`config.mk`:
```
export PLATFORM = sky130hd
export DESIGN_NAME = sbox_split_pipe
export DESIGN_NICKNAME = d
export VERILOG_FILES = /design/src/rtl/sbox_split_pkg.sv /design/src/rtl/sbox_subtable.sv /design/src/rtl/sbox_split_stage.sv /design/src/rtl/sbox_select_stage.sv /design/src/rtl/sbox_split_pipe.sv
export SDC_FILE = /design/constraint.sdc
export NUM_CORES = 1
export LEC_CHECK = 0
export BUFFER_PORTS_ARGS = -buffer_cell sky130_fd_sc_hd__buf_2
export CAP_MARGIN = 10
export CORE_ASPECT_RATIO = 1.4
export CORE_MARGIN = 5
export CORE_UTILIZATION = 50
export DETAILED_ROUTE_END_ITERATION = 6
export PLACE_DENSITY = 0.66
export SLEW_MARGIN = 10
export SYNTH_ARGS = -nofsm -noshare
export SYNTH_HDL_FRONTEND = slang
export SYNTH_SLANG_ARGS = --single-unit
```
`constraint.sdc`:
```
create_clock -name clk -period 1.5 [get_ports clk]
set_input_delay 0.15 -clock clk [delete_from_list [all_inputs] [get_ports clk]]
set_output_delay 0.15 -clock clk [all_outputs]
set_load 0.005 [all_outputs]
```
`src/rtl/sbox_split_pkg.sv`:
```
package sbox_split_pkg;

  localparam int BYTE_W = 8;

  // GF(2^8) product modulo x^8+x^4+x^3+x+1
  function automatic logic [7:0] gf_mul(input logic [7:0] a, input logic [7:0] b);
    logic [7:0] acc;
    logic [7:0] sh;
    acc = 8'h00;
    sh  = a;
    for (int i = 0; i < 8; i++) begin
      if (b[i]) acc = acc ^ sh;
      sh = {sh[6:0], 1'b0} ^ (sh[7] ? 8'h1b : 8'h00);
    end
    return acc;
  endfunction

  // multiplicative inverse as a^254 (zero maps to zero)
  function automatic logic [7:0] gf_inv(input logic [7:0] a);
    logic [7:0] r;
    logic [7:0] base;
    logic [7:0] ex;
    r    = 8'h01;
    base = a;
    ex   = 8'd254;
    for (int i = 0; i < 8; i++) begin
      if (ex[i]) r = gf_mul(r, base);
      base = gf_mul(base, base);
    end
    return r;
  endfunction

  function automatic logic [7:0] sbox_fwd(input logic [7:0] a);
    logic [7:0] v;
    v = gf_inv(a);
    return v ^ {v[6:0], v[7]} ^ {v[5:0], v[7:6]} ^ {v[4:0], v[7:5]}
             ^ {v[3:0], v[7:4]} ^ 8'h63;
  endfunction

endpackage

```
`src/rtl/sbox_subtable.sv`:
```
module sbox_subtable
  import sbox_split_pkg::*;
#(
  parameter int LO_W   = 4,
  parameter int HI_VAL = 0
) (
  input  logic [LO_W-1:0] lo,
  output logic [7:0]      val
);
  localparam int ENTRIES = 2 ** LO_W;

  logic [7:0] tbl [ENTRIES];

  for (genvar e = 0; e < ENTRIES; e++) begin : g_ent
    localparam logic [7:0] ENT = sbox_fwd(8'(HI_VAL * ENTRIES + e));
    assign tbl[e] = ENT;
  end

  assign val = tbl[lo];
endmodule

```
`src/rtl/sbox_split_stage.sv`:
```
module sbox_split_stage
  import sbox_split_pkg::*;
#(
  parameter int LO_W = 4
) (
  input  logic                          clk,
  input  logic                          rst_n,
  input  logic                          en,
  input  logic                          in_valid,
  input  logic [BYTE_W-1:0]             in_byte,
  output logic                          s1_valid,
  output logic [BYTE_W-LO_W-1:0]        s1_hi,
  output logic [2**(BYTE_W-LO_W)-1:0][7:0] s1_part
);
  localparam int HI_W    = BYTE_W - LO_W;
  localparam int NUM_SUB = 2 ** HI_W;

  logic [NUM_SUB-1:0][7:0] part_c;

  for (genvar h = 0; h < NUM_SUB; h++) begin : g_sub
    sbox_subtable #(.LO_W(LO_W), .HI_VAL(h)) u_tab (
      .lo  (in_byte[LO_W-1:0]),
      .val (part_c[h])
    );
  end

  always_ff @(posedge clk or negedge rst_n) begin
    if (!rst_n) begin
      s1_valid <= 1'b0;
      s1_hi    <= '0;
      s1_part  <= '0;
    end else if (en) begin
      s1_valid <= in_valid;
      s1_hi    <= in_byte[BYTE_W-1:LO_W];
      s1_part  <= part_c;
    end
  end
endmodule

```
`src/rtl/sbox_select_stage.sv`:
```
module sbox_select_stage
  import sbox_split_pkg::*;
#(
  parameter int LO_W = 4
) (
  input  logic                             clk,
  input  logic                             rst_n,
  input  logic                             en,
  input  logic                             s1_valid,
  input  logic [BYTE_W-LO_W-1:0]           s1_hi,
  input  logic [2**(BYTE_W-LO_W)-1:0][7:0] s1_part,
  output logic                             out_valid,
  output logic [7:0]                       out_byte
);
  logic [7:0] pick;
  assign pick = s1_part[s1_hi];

  always_ff @(posedge clk or negedge rst_n) begin
    if (!rst_n) begin
      out_valid <= 1'b0;
      out_byte  <= 8'h00;
    end else if (en) begin
      out_valid <= s1_valid;
      out_byte  <= pick;
    end
  end
endmodule

```
`src/rtl/sbox_split_pipe.sv`:
```
module sbox_split_pipe
  import sbox_split_pkg::*;
#(
  parameter int LO_W = 4
) (
  input  logic       clk,
  input  logic       rst_n,
  input  logic       in_valid,
  output logic       in_ready,
  input  logic [7:0] in_byte,
  output logic       out_valid,
  input  logic       out_ready,
  output logic [7:0] out_byte
);
  localparam int HI_W    = BYTE_W - LO_W;
  localparam int NUM_SUB = 2 ** HI_W;

  logic                    adv;
  logic                    s1_valid;
  logic [HI_W-1:0]         s1_hi;
  logic [NUM_SUB-1:0][7:0] s1_part;

  // the whole pipe moves only when the output slot frees up
  assign adv      = !out_valid || out_ready;
  assign in_ready = adv;

  sbox_split_stage #(.LO_W(LO_W)) u_split (
    .clk      (clk),
    .rst_n    (rst_n),
    .en       (adv),
    .in_valid (in_valid),
    .in_byte  (in_byte),
    .s1_valid (s1_valid),
    .s1_hi    (s1_hi),
    .s1_part  (s1_part)
  );

  sbox_select_stage #(.LO_W(LO_W)) u_sel (
    .clk       (clk),
    .rst_n     (rst_n),
    .en        (adv),
    .s1_valid  (s1_valid),
    .s1_hi     (s1_hi),
    .s1_part   (s1_part),
    .out_valid (out_valid),
    .out_byte  (out_byte)
  );
endmodule

```
* Yosys cells after proc, flatten, opt, wreduce, memory -nomap -nowiden
Memory sizes are Yosys's and may differ from the RTL's. A register that Yosys moved wholly into a read port is not among the register bits.
Cells that the tools add are included.
W data, S select, Z words.
** Word-level totals
- Bits in registers :: 14
- Memory bits (read-only) :: 2048
- Memories :: 16
- Output and inout port bits :: 10
- Word-level logic and storage cells :: 42
** Memory list
- (no name shown) :: depth 16, width 8, rd ports 1, clocked after Yosys merged registers in 1, write ports 0, RTL line sbox_subtable.sv:19 : assign val = tbl[lo];
- (no name shown) :: depth 16, width 8, rd ports 1, clocked after Yosys merged registers in 1, write ports 0, RTL line sbox_subtable.sv:19
- (no name shown) :: depth 16, width 8, rd ports 1, clocked after Yosys merged registers in 1, write ports 0, RTL line sbox_subtable.sv:19
- (no name shown) :: depth 16, width 8, rd ports 1, clocked after Yosys merged registers in 1, write ports 0, RTL line sbox_subtable.sv:19
- (no name shown) :: depth 16, width 8, rd ports 1, clocked after Yosys merged registers in 1, write ports 0, RTL line sbox_subtable.sv:19
- (no name shown) :: depth 16, width 8, rd ports 1, clocked after Yosys merged registers in 1, write ports 0, RTL line sbox_subtable.sv:19
- 10 more memories
** Cells by class
- Reductions and logical operators :: 18
- Bitwise gates (word level) :: 1
- $lt $le $gt $ge :: 1
- Mux-type cells :: 2
** Operators with widths (number)
- $bmux W8 S4 :: 1
- $logic_not A1 Y1 :: 17
- $mux W8 :: 1
- $lt A4 B5 Y1 const B :: 1
- $not A4 Y5 :: 1
- $logic_or A1 B1 Y1 :: 1

* Logic depth before layout (Yosys ltp)
Gate-level depths: netlist of run 1.
- Word-level depth :: 2
- Gate-level depth with buffers :: 8

* Cells and area by module
Synthesis of run 1 repeated with hierarchy kept, for this count alone.
** Second synthesis, totals
- Cells, all modules :: 974
- Area, all modules :: 11337.1 um^2
** Modules (own cells, without submodules)
- sbox_split_stage :: instances 1, area each 5220.0 um^2, cells an instance 281, seq. area each 3328.2 um^2
- sbox_select_stage :: instances 1, area each 1368.8 um^2, cells an instance 91, seq. area each 225.2 um^2
- sbox_subtable (u_split.g_sub[11].u_tab) :: instances 1, area each 335.3 um^2, cells an instance 42, seq. area each 0.0 um^2
- sbox_subtable (u_split.g_sub[15].u_tab) :: instances 1, area each 331.6 um^2, cells an instance 46, seq. area each 0.0 um^2
- sbox_subtable (u_split.g_sub[12].u_tab) :: instances 1, area each 329.1 um^2, cells an instance 38, seq. area each 0.0 um^2
- sbox_subtable (u_split.g_sub[2].u_tab) :: instances 1, area each 327.8 um^2, cells an instance 36, seq. area each 0.0 um^2
- sbox_subtable (u_split.g_sub[1].u_tab) :: instances 1, area each 320.3 um^2, cells an instance 48, seq. area each 0.0 um^2
- sbox_subtable (u_split.g_sub[5].u_tab) :: instances 1, area each 314.1 um^2, cells an instance 37, seq. area each 0.0 um^2
- sbox_subtable (u_split.g_sub[13].u_tab) :: instances 1, area each 290.3 um^2, cells an instance 29, seq. area each 0.0 um^2
- sbox_subtable (u_split.g_sub[4].u_tab) :: instances 1, area each 289.0 um^2, cells an instance 38, seq. area each 0.0 um^2
- sbox_subtable (u_split.g_sub[7].u_tab) :: instances 1, area each 287.8 um^2, cells an instance 25, seq. area each 0.0 um^2
- sbox_subtable (u_split.g_sub[14].u_tab) :: instances 1, area each 286.5 um^2, cells an instance 39, seq. area each 0.0 um^2
- sbox_subtable (u_split.g_sub[6].u_tab) :: instances 1, area each 282.8 um^2, cells an instance 40, seq. area each 0.0 um^2
- sbox_subtable (u_split.g_sub[0].u_tab) :: instances 1, area each 276.5 um^2, cells an instance 37, seq. area each 0.0 um^2
- +5 rows

* Least setup slack after synthesis of run 1
Ideal clock, no wire load.
- Path type :: input to register
- From :: input in_byte[0]
- To :: register u_split.s1_part[94] (netlist name)
- Stages :: 8
- Required time :: 1.417 ns
- Library setup time :: 0.083 ns
- Buffers on the path :: 2
- Slack :: -0.049 ns
- Arrival :: 1.466 ns
- Cells stage by stage :: buf_4 -> inv_1 -> ha_1 -> buf_2 -> nand2b_1 -> nand2_1 -> mux2_2 -> o21ai_0
** On the way
- Longest elaborated chain between the ends :: 1
** Ends and longest elaborated chain
- start, declared :: RTL line sbox_split_pipe.sv:10 : input logic [7:0] in_byte,
- $not A4 Y5 (implied by the code) :: RTL line sbox_subtable.sv:19
- end, declared :: RTL line sbox_split_stage.sv:13 : output logic [2**(BYTE_W-LO_W)-1:0][7:0] s1_part
No other way between the ends.
A chain may end at the register's enable or synchronous reset.

* Worst setup path in the final report of run 1
- From :: register u_split.s1_hi[2]
- To :: register u_sel.out_byte[2]
** On the way
- Longest elaborated chain between the ends :: 2
** Ends and longest elaborated chain
- start, declared :: RTL line sbox_split_stage.sv:12 : output logic [BYTE_W-LO_W-1:0] s1_hi,
- start signal, assigned :: RTL line sbox_split_stage.sv:34 : s1_hi <= in_byte[BYTE_W-1:LO_W];
- $bmux W8 S4 :: RTL line sbox_select_stage.sv:16 : assign pick = s1_part[s1_hi];
- $mux W8 (implied by the code) :: RTL line sbox_select_stage.sv:16
- end signal, assigned :: RTL line sbox_select_stage.sv:24 : out_byte <= pick;
- end, declared :: RTL line sbox_select_stage.sv:13 : output logic [7:0] out_byte
No other way between the ends. The select of a mux whose other input is x is not followed.

==> run metrics, run 1 <==
outcome=finished, violations left; failing checks=negative setup slack; count leader, synth=dfrtp_1; Cell Rows=55; first-pass GRT wire length=just under 50,000 um; CTS tree=yes; Yosys top cell area share=between 40 and 50%; # diodes=0; largest cells by area after synthesis=dfrtp_1 (43%), mux2i_1 (8.0%), nand2_1 (6.0%); Final min period=about 1.5 ns; drt first pass iters=6; die area=~19,000 sq um; number of CTS-inserted buffers=17; vias in the first global route=about 8,100; Root Driver=clkbuf_16; hold path cells=5; DRT antenna net count=0; sequential element share of the synthesized area=43.1%; Die X=~120 um; Worst Hold Slack=0.171 ns; final wirelength=31,700 um; worst r2r src=u_split.s1_hi[2]; hold endpoint=u_sel.out_valid; worst-path maximum fanout=11; number of port buffers=21; slowest stage delay, CP=0.53 ns; Final period util=103%; EDFF count, synth=0; FILL cells=between 1,000 and 1,500; cell area after synthesis=between 8000 and 9000 sq um; Slew HR=a little over three fifths; Initial Util=51.0%; Crit-path slowest cell=dfrtp_4; Nets=between 1,000 and 1,500; initial antenna violation count=0; Design Area, Final=11,000 sq um; critical path's top delay family=flip-flops; Iter 0 DRT Violations=approximately 910; Hold Startpoint=out_ready; Hold Vio Cnt, Final=0; Syn Nets=959; gr usage total=~33%; highest clock rate=0.646 GHz; Synth area leader=dfrtp_1; Worst-path clk slew=~0.06 ns; Yosys warnings=0; post-DR vias/cell=between 6 and 7; Post-synth top cells=dfrtp_1 (142), nand2_1 (132), nor2_1 (88); largest net degree at the start of global routing=about 40; Least-Margin Pin Slew=around 0.56 ns; Hold WC Path Type=input pin to flop; Reg2Reg Depth=6; fraction of registers with async set/reset=between 90% and 100%; Wirelength per Cell=between 20 and 25 um; Buf/Inv on CP=2; CP Launch Type=flop; area of the multi-input gates=about 4400 sq um; maxcap violations=0; post-route setup TNS=-0.156 ns; register area=around 3600 sq um; syn avg cell area=slightly below 9 sq um; Critical Path RT=~1.8 ns; share of cells above drive strength 1=around 29%; core box area=16,200 sq um; clk_skew=between 0.006 and 0.007 ns; Synth-to-Final Area Change=33.3%; worst skew pair latency=roughly 0.43 ns; Yosys reg bits=142; placed cell area=~10000 sq um; DR vias=between 8,000 and 9,000; Final WS setup=-0.0483 ns; IO Count=22; Clock Tree Buf Depth=2; routability cong.=0.998; class of the most critical setup path=flop to flop; Slew Limit Fails=0; total leakage power=5.00 nW; reg-to-reg slack, setup=-0.05 ns; Worst VDD drop=~1.0 mV; Primary FF master, synth=dfrtp_1; remaining global-route overflow=0; RSZ-0062 raised after global routing=true; CTS sink count=around 140; R2R Path End=u_sel.out_byte[2]; Worst EP arrival=1.86 ns; synth unique cells=slightly below 60; crit path cell chain=buf_12, buf_12, mux2i_1, a22oi_1, nand3_1, nand3_1; detailed-route DRC error count=0; H-tree levels=4; DP HPWL=approximately 23,000 um; Mapped Cells=about 930; Die Span Y=approximately 160 um; final setup fails=4; CP Capture Type=flop; Pwr Density=between 1000 and 1500 nW/um^2
==> worst max path at each step <==
stage / startpoint / endpoint / slack [ns] / depth (start not counted)
3_3_place_gp: in_byte[0] / u_split.s1_part[126] / -0.29 / 9
4_1_cts: u_split.s1_hi[2] / u_sel.out_byte[0] / -0.04 / 7
5_1_grt: u_split.s1_hi[2] / u_sel.out_byte[6] / -0.11 / 7
6_report: u_split.s1_hi[2] / u_sel.out_byte[2] / -0.05 / 6
2_1_floorplan: in_byte[0] / u_split.s1_part[94] / 0.0001 / 8
3_5_place_dp: in_byte[0] / u_split.s1_part[56] / -0.33 / 9
==> tightest hold or removal path, delay by kind of cell <==
family | cells | cell delay (ns)
and+or+nand+nor | 2 | 0.11
buffers and inverters | 3 | 0.30
==> where the power goes <==
group          internal [mW]  switching [mW]
registers               4.49           0.475
clock network           2.95            1.71
logic                   1.82            2.10
==> cells by family (layout without fill, tap and decap cells) <==
logic type	Yosys count	count (layout)	share of synthesized area, %
muxes	70	70	8.56
adders and majority gates	15	15	2.28
xor gates and xnor gates	1	1	0.106
AOI/OAI and AO/OA	265	265	20.1
and+or+nand+nor	345	345	19.5
buffers and inverters	94	274	6.30
DFF	142	142	43.1
==> per-stage QoR <==
step | worst slack (ns) | power [mW] | instances | utilization (%)
after global routing | -0.113 | 14.1 | 1311 | 68.0
after CTS | -0.0414 | 13.3 | 1299 | 66.7
final | -0.0483 | 13.6 | 1311 | 68.0
after detailed placement | -0.335 | 8.39 | 1253 | 60.4
after global placement | -0.295 | 8.32 | 1253 | 60.4
after floorplan | 0.000130 | 6.73 | 932 | -
==> final cells by class <==
| type | count | share of cell area [%] |
|---|---|---|
| Inverter | 8 | 0.319 |
| Sequential cell | 142 | 32.4 |
| Tap cell | 199 | 2.26 |
| Timing Repair Buffer | 235 | 19.6 |
| Multi-Input combinational cell | 696 | 39.6 |
| Clock inverter | 13 | 1.96 |
| Clock buffer | 18 | 3.90 |
==> timing repair <==
| item | CTS | global route |
|---|---|---|
| setup buffers | 6 | 11 |
| gates resized for setup | 30 | 23 |
| hold endpoints to repair | 44 | 0 |
| gates cloned | 4 | 2 |
| hold buffers | 6 | 0 |
| endpoints found under the setup margin | 9 | 30 |
| pin swaps | 14 | 11 |
==> sequential cells by signal (all words and copies together), names as in the netlist <==
register / count
u_sel.out_byte: 8
u_sel.out_valid: 1
u_split.s1_hi: 4
u_split.s1_part: 128
u_split.s1_valid: 1
==> metal layers <==
layer | routed length [um] | part of all wire, % | vias up | global-route usage [%]
met5 | 0 | 0 | - | 0
met4 | 2490 | 7.9 | 0 | 21.3
met3 | 1900 | 6.0 | 129 | 4.98
met2 | 14900 | 47 | 397 | 53.2
met1 | 12400 | 39 | 3907 | 41.8
li1 | - | - | 3660 | -
==> cells in the final DEF (no fill, tap or decap), drive strengths merged, types with 4 or more instances in the layout <==
cell type / n
buf: 225
dfrtp: 142
nand2: 133
nor2: 90
o21ai: 67
mux2i: 66
a21oi: 61
a31oi: 49
nand3: 34
a22oi: 24
clkbuf: 20
a21o: 18
nand2b: 17
ha: 15
nor2b: 15
nor3: 14
a311oi: 9
or3: 8
nand4: 8
o311ai: 8
inv: 8
or2: 8
clkinv: 7
dlygate4sd3: 6
nand3b: 5
bufinv: 5
nor3b: 4
a211oi: 4
o21a: 4
o31ai: 4
mux2: 4
and2: 4
and2b: 4
o211ai: 4
Note: power is estimated with default switching activity, not from simulation.
==> run 2: changes to the inputs <==
--- a/config.mk
+++ b/config.mk
@@ -10,8 +10,9 @@
 export CORE_ASPECT_RATIO = 1.4
 export CORE_MARGIN = 5
 export CORE_UTILIZATION = 50
+export CTS_BUF_LIST = sky130_fd_sc_hd__clkbuf_8
 export DETAILED_ROUTE_END_ITERATION = 6
-export PLACE_DENSITY = 0.66
+export PLACE_DENSITY = 0.77
 export SLEW_MARGIN = 10
 export SYNTH_ARGS = -nofsm -noshare
 export SYNTH_HDL_FRONTEND = slang
==> run 2 against run 1 <==
  * The run still ends with negative setup slack left
  * Via count up 2.5%
  * Cell count grew 0.38%
  * Maximum frequency is 2.1% lower
  * Global-route usage fell by 0.72 points
  * First-iteration DRC count up 30%
  * Clock power is 31% lower
  * Die area did not move
  * Sequential share of layout area up 0.75 points
  * Power fell by 11%
  * Worst hold slack got worse by 0.063 ns
  * Cell area is 2.3% lower
  * Largest cell class unchanged
==> run metrics, run 2 (synthesis results as in run 1) <==
Seq pwr share=41.1% (was 36.6%); first-pass GRT wire length=47,400 um (was 48,300 um); Most Frequent Cell on Critical Path=nand3_1; largest net degree at the start of global routing=52 (was 41); IO Count=22 (unchanged); outcome=finished, violations left (unchanged); Clk network pwr share=26.8% (was 34.4%); share of cells above drive strength 1=27.0% (was 28.7%); P_sw=4.08 mW (was 4.29 mW); Worst Hold Slack=0.108 ns (was 0.171 ns); Iter 0 DRT Violations=1,183 (was 911); worst skew pair latency=0.46 ns (was 0.43 ns); DP HPWL=22,300 um (was 22,800 um); Slew Limit Fails=0 (unchanged); CP Capture Type=flop (unchanged); commonest non-fill, non-tap cell in the layout=buf_4 (unchanged); H-tree levels=4 (unchanged); slowest stage delay, CP=0.58 ns (was 0.53 ns); CTS sink count=142 (unchanged); largest register by flop count=u_split.s1_part (unchanged); Final period util=105% (was 103%); Worst-path clk slew=0.09 ns (was 0.06 ns); CTS tree=yes (unchanged); Slew HR=60.9% (was 62.5%); Die Span Y=162 um (unchanged); core box area=16,200 sq um (unchanged); Wirelength per Cell=24.2 um (about the same); failing checks=negative setup slack (unchanged); maxcap violations=0 (unchanged); final setup fails=13 (was 4); Comb pwr share=32.1% (was 28.9%); Design Area, Final=10,700 sq um (was 11,000 sq um); DRT antenna net count=0 (unchanged); crit path cell chain=buf_12, buf_16, buf_6, mux2i_1, a22oi_1, nand3_1, nand3_1 (was buf_12, buf_12, mux2i_1, a22oi_1, nand3_1, nand3_1); drt first pass iters=7 (was 6); gr usage total=32.5% (was 33.2%); reg-to-reg slack, setup=-0.08 ns (was -0.05 ns); Root Driver=clkbuf_8 (was clkbuf_16); Hold WC Path Type=input pin to asynchronous set/reset pin (was input pin to flop); placed cell area=9870 sq um (was 9770 sq um); number of port buffers=21 (unchanged); RSZ-0062 raised after global routing=true (unchanged); Final min period=1.58 ns (was 1.55 ns); highest clock rate=0.632 GHz (was 0.646 GHz); final wirelength=31,800 um (was 31,700 um); max FFs per register=128 (unchanged); Worst EP arrival=1.98 ns (was 1.86 ns); Buf/Inv on CP=3 (was 2); Crit-path slowest cell=dfrtp_4 (unchanged); Switching Fraction=34.0% (was 31.7%); clk_skew=0.0124 ns (was 0.00641 ns); # diodes=0 (unchanged); Pwr Density=1120 nW/um^2 (was 1230 nW/um^2); initial antenna violation count=0 (unchanged); Worst VDD drop=0.672 mV (was 1.03 mV); Nets=1,132 (was 1,127); Die X=119 um (unchanged); critical path's top delay family=flip-flops (unchanged); die area=19,200 sq um (unchanged); Hold Vio Cnt, Final=0 (unchanged); Critical Path RT=1.90 ns (was 1.81 ns); total leakage power=4.93 nW (was 5.00 nW); number of CTS-inserted buffers=17 (unchanged); internal cell power=7.92 mW (was 9.26 mW); Synth-to-Final Area Change=30.3% (was 33.3%); most frequent cells in the layout=buf_4 (176), dfrtp_1 (141), nand2_1 (132) (was buf_4 (179), dfrtp_1 (141), nand2_1 (131)); CP Launch Type=flop (unchanged); post-route setup TNS=-0.526 ns (was -0.156 ns); class of the most critical setup path=flop to flop (unchanged); Initial Util=51.0% (unchanged); detailed-route DRC error count=0 (unchanged); post-DR vias/cell=6.31 (was 6.17); Clock Tree Buf Depth=2 (unchanged); Least-Margin Pin Slew=0.577 ns (was 0.556 ns); Final WS setup=-0.0811 ns (was -0.0483 ns); DR vias=8,298 (was 8,093); Top Registers=u_split.s1_part x128, u_sel.out_byte x8, u_split.s1_hi x4 (unchanged); remaining global-route overflow=0 (unchanged); worst-path maximum fanout=7 (was 11); Cell Rows=55 (unchanged); routability cong.=1.01 (was 0.998); vias in the first global route=8,092 (was 8,123)
## run 2: changes by cell type in the layout (fill, tap and decap cells not counted), moves of 4 or more
cell       change
clkbuf_16     -16
a22oi_2        -6
clkbuf_8      +18
clkinv_4       -4
a311oi_2       -4
mux2i_1        +8
a22oi_1        +6
mux2i_2        -7
buf_6          +6
## run 2: what timing repair did
action / 4_1_cts / 5_1_grt
resized for setup: 12 / 24
gates cloned: 3 / 3
buffers inserted: 13 / 2
hold buffers: 6 / 0
pin swaps: 6 / 23
endpoints found under the setup margin: 13 / 40
endpoints found under the hold margin: 147 / 0
## run 2: power by group through the flow
| stage | logic, mW | clock network, mW | registers (mW) |
|---|---|---|---|
| floorplan | 1.91 | 0 | 4.82 |
| global placement | 3.35 | 0 | 4.93 |
| detailed placement | 3.41 | 0 | 4.96 |
| CTS | 3.61 | 3.23 | 4.89 |
| global route | 4.09 | 3.43 | 4.99 |
| finish | 3.85 | 3.22 | 4.94 |
## run 2: per-stage QoR
stage	total power [mW]	instances	worst slack (ns)	util, %
global route	12.5	1316	-0.115	66.4
floorplan	6.73	932	0.000130	-
global placement	8.28	1259	-0.498	61.0
detailed placement	8.37	1259	-0.539	61.0
CTS	11.7	1311	-0.0805	65.2
finish	12.0	1316	-0.0811	66.4
## run 2: layout make-up
cell class                      instances  area, sq um
Clock buffer                           18          248
Clock inverter                         13          150
Fill cell                            1309         5430
Inverter                                8         32.5
Multi-Input combinational cell        696         4270
Sequential cell                       142         3560
Tap cell                              199          249
Timing Repair Buffer                  240         2240
## run 2: final timing paths
path / startpoint / endpoint / depth (start not counted)
worst max-delay path: u_split.s1_hi[2] / u_sel.out_byte[5] / 7
worst min-delay path: rst_n / u_split.s1_part[11] / 2
worst max register to register: u_split.s1_hi[2] / u_sel.out_byte[5] / 7
worst min register to register: u_split.s1_part[0] / u_split.s1_part[0] / 2
max in group asynchronous: rst_n / u_split.s1_part[72] / 3
min in group clk: in_byte[3] / u_split.s1_part[14] / 3
## run 2: layer usage
layer | up-vias | GRT usage [%] | part of all wire, %
met2 | 497 | 54.0 | 48
met4 | 0 | 17.8 | 7.2
met1 | 3987 | 39.9 | 37
li1 | 3668 | - | -
met5 | - | 0 | 0
met3 | 146 | 5.75 | 7.9
==> run 3: changes to the inputs <==
--- a/config.mk
+++ b/config.mk
@@ -13,7 +13,8 @@
 export CTS_BUF_LIST = sky130_fd_sc_hd__clkbuf_8
 export DETAILED_ROUTE_END_ITERATION = 6
 export PLACE_DENSITY = 0.77
-export SLEW_MARGIN = 10
+export SLEW_MARGIN = 20
 export SYNTH_ARGS = -nofsm -noshare
 export SYNTH_HDL_FRONTEND = slang
+export SYNTH_HIERARCHICAL = 1
 export SYNTH_SLANG_ARGS = --single-unit
==> run 3 against run 2 <==
  * The flow still finishes with violations (negative setup slack)
  * Routed wire length shrank 15%
  * Maximum frequency fell by 5.8%
  * Synthesized cell count up 4.5%
  * Sequential power up 4%
  * Die area up 35%
  * Clock power up 4%
  * Power is 9.9% higher
  * Critical endpoint is now u_sel/out_byte[4]
  * Clock skew decreased by 0.0022 ns
  * First-iteration DRC count shrank 59%
  * Critical path type unchanged
  * Critical path depth decreased by 2
  * Worst hold slack better by 0.057 ns
==> run metrics, run 3 <==
sequential element share of the synthesized area=31.3% (was 43.1%); Yosys warnings=6 (was 0); Cell Rows=65 (was 55); Slew HR=69.2% (was 60.9%); Pwr Density=985 nW/um^2 (was 1120 nW/um^2); post-DR vias/cell=5.68 (was 6.31); vias in the first global route=8,406 (was 8,092); highest clock rate=0.596 GHz (was 0.632 GHz); Worst EP arrival=2.00 ns (was 1.98 ns); CTS tree=yes (unchanged); H-tree levels=4 (unchanged); worst skew pair latency=0.45 ns (was 0.46 ns); Final period util=112% (was 105%); routability cong.=0.847 (was 1.01); total leakage power=6.27 nW (was 4.93 nW); fraction of registers with async set/reset=100% (unchanged); commonest non-fill, non-tap cell in the layout=buf_4 (unchanged); maxcap violations=0 (unchanged); Crit-path slowest cell=dfrtp_2 (was dfrtp_4); Iter 0 DRT Violations=485 (was 1,183); gr usage total=21.5% (was 32.5%); Clock Tree Buf Depth=2 (unchanged); largest register by flop count=u_split/s1_part (was u_split.s1_part); Hold Vio Cnt, Final=0 (unchanged); remaining global-route overflow=0 (unchanged); largest net degree at the start of global routing=48 (was 52); post-layout power=13.2 mW (was 12.0 mW); number of port buffers=21 (unchanged); DRT antenna net count=0 (unchanged); drt first pass iters=4 (was 7); Die Span Y=188 um (was 162 um); crit path cell chain=buf_4, buf_4, mux4_2, o22ai_1, a221oi_1 (was buf_12, buf_16, buf_6, mux2i_1, a22oi_1, nand3_1, nand3_1); outcome=finished, violations left (unchanged); Worst Hold Slack=0.165 ns (was 0.108 ns); Worst-path clk slew=0.08 ns (was 0.09 ns); Nets=1,246 (was 1,132); # diodes=0 (unchanged); Hold WC Path Type=input pin to asynchronous set/reset pin (unchanged); class of the most critical setup path=flop to flop (unchanged); Initial Util=50.5% (was 51.0%); dpl cells=1,404 (was 1,259); synth unique cells=72 (was 58); die area=25,800 sq um (was 19,200 sq um); initial antenna violation count=0 (unchanged); clk_skew=0.0102 ns (was 0.0124 ns); Die X=137 um (was 119 um); Most Frequent Cell on Critical Path=buf_4 (was nand3_1); first-pass GRT wire length=43,900 um (was 47,400 um); syn avg cell area=11.6 sq um (was 8.85 sq um); slowest stage delay, CP=0.45 ns (was 0.58 ns); DP HPWL=19,900 um (was 22,300 um); FILL cells=1,761 (was 1,309); Slew Limit Fails=0 (unchanged); final cell count without fillers=1,441 (was 1,316); number of CTS-inserted buffers=17 (unchanged); Primary FF master, synth=dfrtp_1 (unchanged); cell area after synthesis=11,300 sq um (was 8250 sq um); Root Driver=clkbuf_8 (unchanged); detailed-route DRC error count=0 (unchanged); Final WS setup=-0.179 ns (was -0.0811 ns); post-route setup TNS=-1.25 ns (was -0.526 ns); share of cells above drive strength 1=39.9% (was 27.0%); count leader, synth=dfrtp_1 (unchanged); Yosys reg bits=142 (unchanged); Syn Nets=1,091 (was 959); Least-Margin Pin Slew=0.462 ns (was 0.577 ns); IO Count=22 (unchanged); largest cells by area after synthesis=dfrtp_1 (31%), ha_1 (12%), mux2_4 (9.5%) (was dfrtp_1 (43%), mux2i_1 (8.0%), nand2_1 (6.0%)); DR vias=8,187 (was 8,298); CTS sink count=142 (unchanged); final setup fails=8 (was 13); Synth-to-Final Area Change=18.0% (was 30.3%); Post-synth top cells=dfrtp_1 (142), ha_1 (105), mux2_4 (72) (was dfrtp_1 (142), nand2_1 (132), nor2_1 (88)); CP Capture Type=flop (unchanged); Wirelength per Cell=18.8 um (was 24.2 um); post-layout util=59.6% (was 66.4%); core box area=22,400 sq um (was 16,200 sq um); failing checks=negative setup slack (unchanged); Worst VDD drop=0.619 mV (was 0.672 mV); max FFs per register=128 (unchanged); most frequent cells in the layout=buf_4 (155), dfrtp_1 (141), ha_1 (105) (was buf_4 (176), dfrtp_1 (141), nand2_1 (132)); Final min period=1.68 ns (was 1.58 ns); Top Registers=u_split/s1_part x128, u_sel/out_byte x8, u_split/s1_hi x4 (was u_split.s1_part x128, u_sel.out_byte x8, u_split.s1_hi x4); final wirelength=27,100 um (was 31,800 um); Synth area leader=dfrtp_1 (unchanged); EDFF count, synth=0 (unchanged); RSZ-0062 raised after global routing=true (unchanged); worst-path maximum fanout=9 (was 7); Critical Path RT=1.82 ns (was 1.90 ns); Mapped Cells=974 (was 932); CP Launch Type=flop (unchanged); Yosys top cell area share=31.3% (was 43.1%)
==> run 3: cell types whose count changed after synthesis, sizes merged, moves of 16 or more <==
cell and change:
ha +90, nor2 -36, clkbuf -18, mux2i -32, mux4 +52, a31oi -37
a22oi -20, nand3 -25, a21o -16, nand2 -91, inv +49, mux2 +134
a21oi -18
==> run 3: path summary, 6_finish.rpt <==
kind                                startpoint                  end  slack (ns)  cells past startpoint
min                                      rst_n  u_split/s1_part[67]        0.16                      2
min reg2reg                u_split/s1_part[96]  u_split/s1_part[96]        0.51                      1
max                           u_split/s1_hi[2]    u_sel/out_byte[4]       -0.18                      5
max reg2reg                   u_split/s1_hi[2]    u_sel/out_byte[4]       -0.18                      5
max in group asynchronous                rst_n     u_split/s1_hi[2]        0.75                      3
min in group clk                     out_ready     u_split/s1_valid        0.17                      3
==> run 3: repair_timing <==
action | CTS | global route
hold buffers | 6 | 0
setup buffers | 1 | 0
setup endpoints to repair | 8 | 9
gates resized for setup | 11 | 4
endpoints found under the hold margin | 147 | 0
pin swaps | 1 | 0
==> run 3: per-layer routing <==
layer  global-route usage (%)  share of wire [%]  vias to the layer above
li1                         -                  -                     3831
met3                     3.10                3.0                       54
met1                     25.6                 41                     4101
met5                        0                  0                        -
met4                     8.45                3.2                        0
met2                     38.7                 53                      201
==> run 3: layout make-up <==
cell class | instances | area (sq um) | area share, %
inverter | 58 | 219 | 1.64
clock inverter | 12 | 169 | 1.26
timing repair buffer | 205 | 1820 | 13.6
sequential | 142 | 3550 | 26.6
clock buffer | 18 | 248 | 1.85
tap | 301 | 377 | 2.81
multi-input combinational | 705 | 6990 | 52.3
==> run 3: cells by family after synthesis <==
kind of cell               count (synthesis)  share of synthesized area, %
buffers and inverters                    127                          7.50
muxes                                    224                          29.8
and+or+nand+nor                          180                          8.17
AOI/OAI and AO/OA                        185                          10.7
adders and majority gates                105                          11.6
DFF                                      142                          31.3
xor gates and xnor gates                  11                         0.916
==> run 3: stage by stage <==
step	area, sq um	setup WS, ns
5_1_grt	13400	-0.235
3_5_place_dp	12800	-0.422
3_3_place_gp	12800	-0.354
6_report	13400	-0.179
4_1_cts	13400	-0.159
2_1_floorplan	11300	0.00624
==> run 3: critical path: cells and delay by family, from the launching register on <==
family / cells / cell delay (ns)
AO/OA/AOI/OAI: 2 / 0.36
buffers and inverters: 2 / 0.43
flip-flops: 1 / 0.45
multiplexers: 1 / 0.30
==> run 3: power by group <==
part | switching, mW | internal, mW | total (mW)
Combinational | 2.05 | 2.67 | 4.72
Sequential | 0.540 | 4.58 | 5.12
Clock | 1.52 | 1.83 | 3.35
Total | 4.10 | 9.08 | 13.2
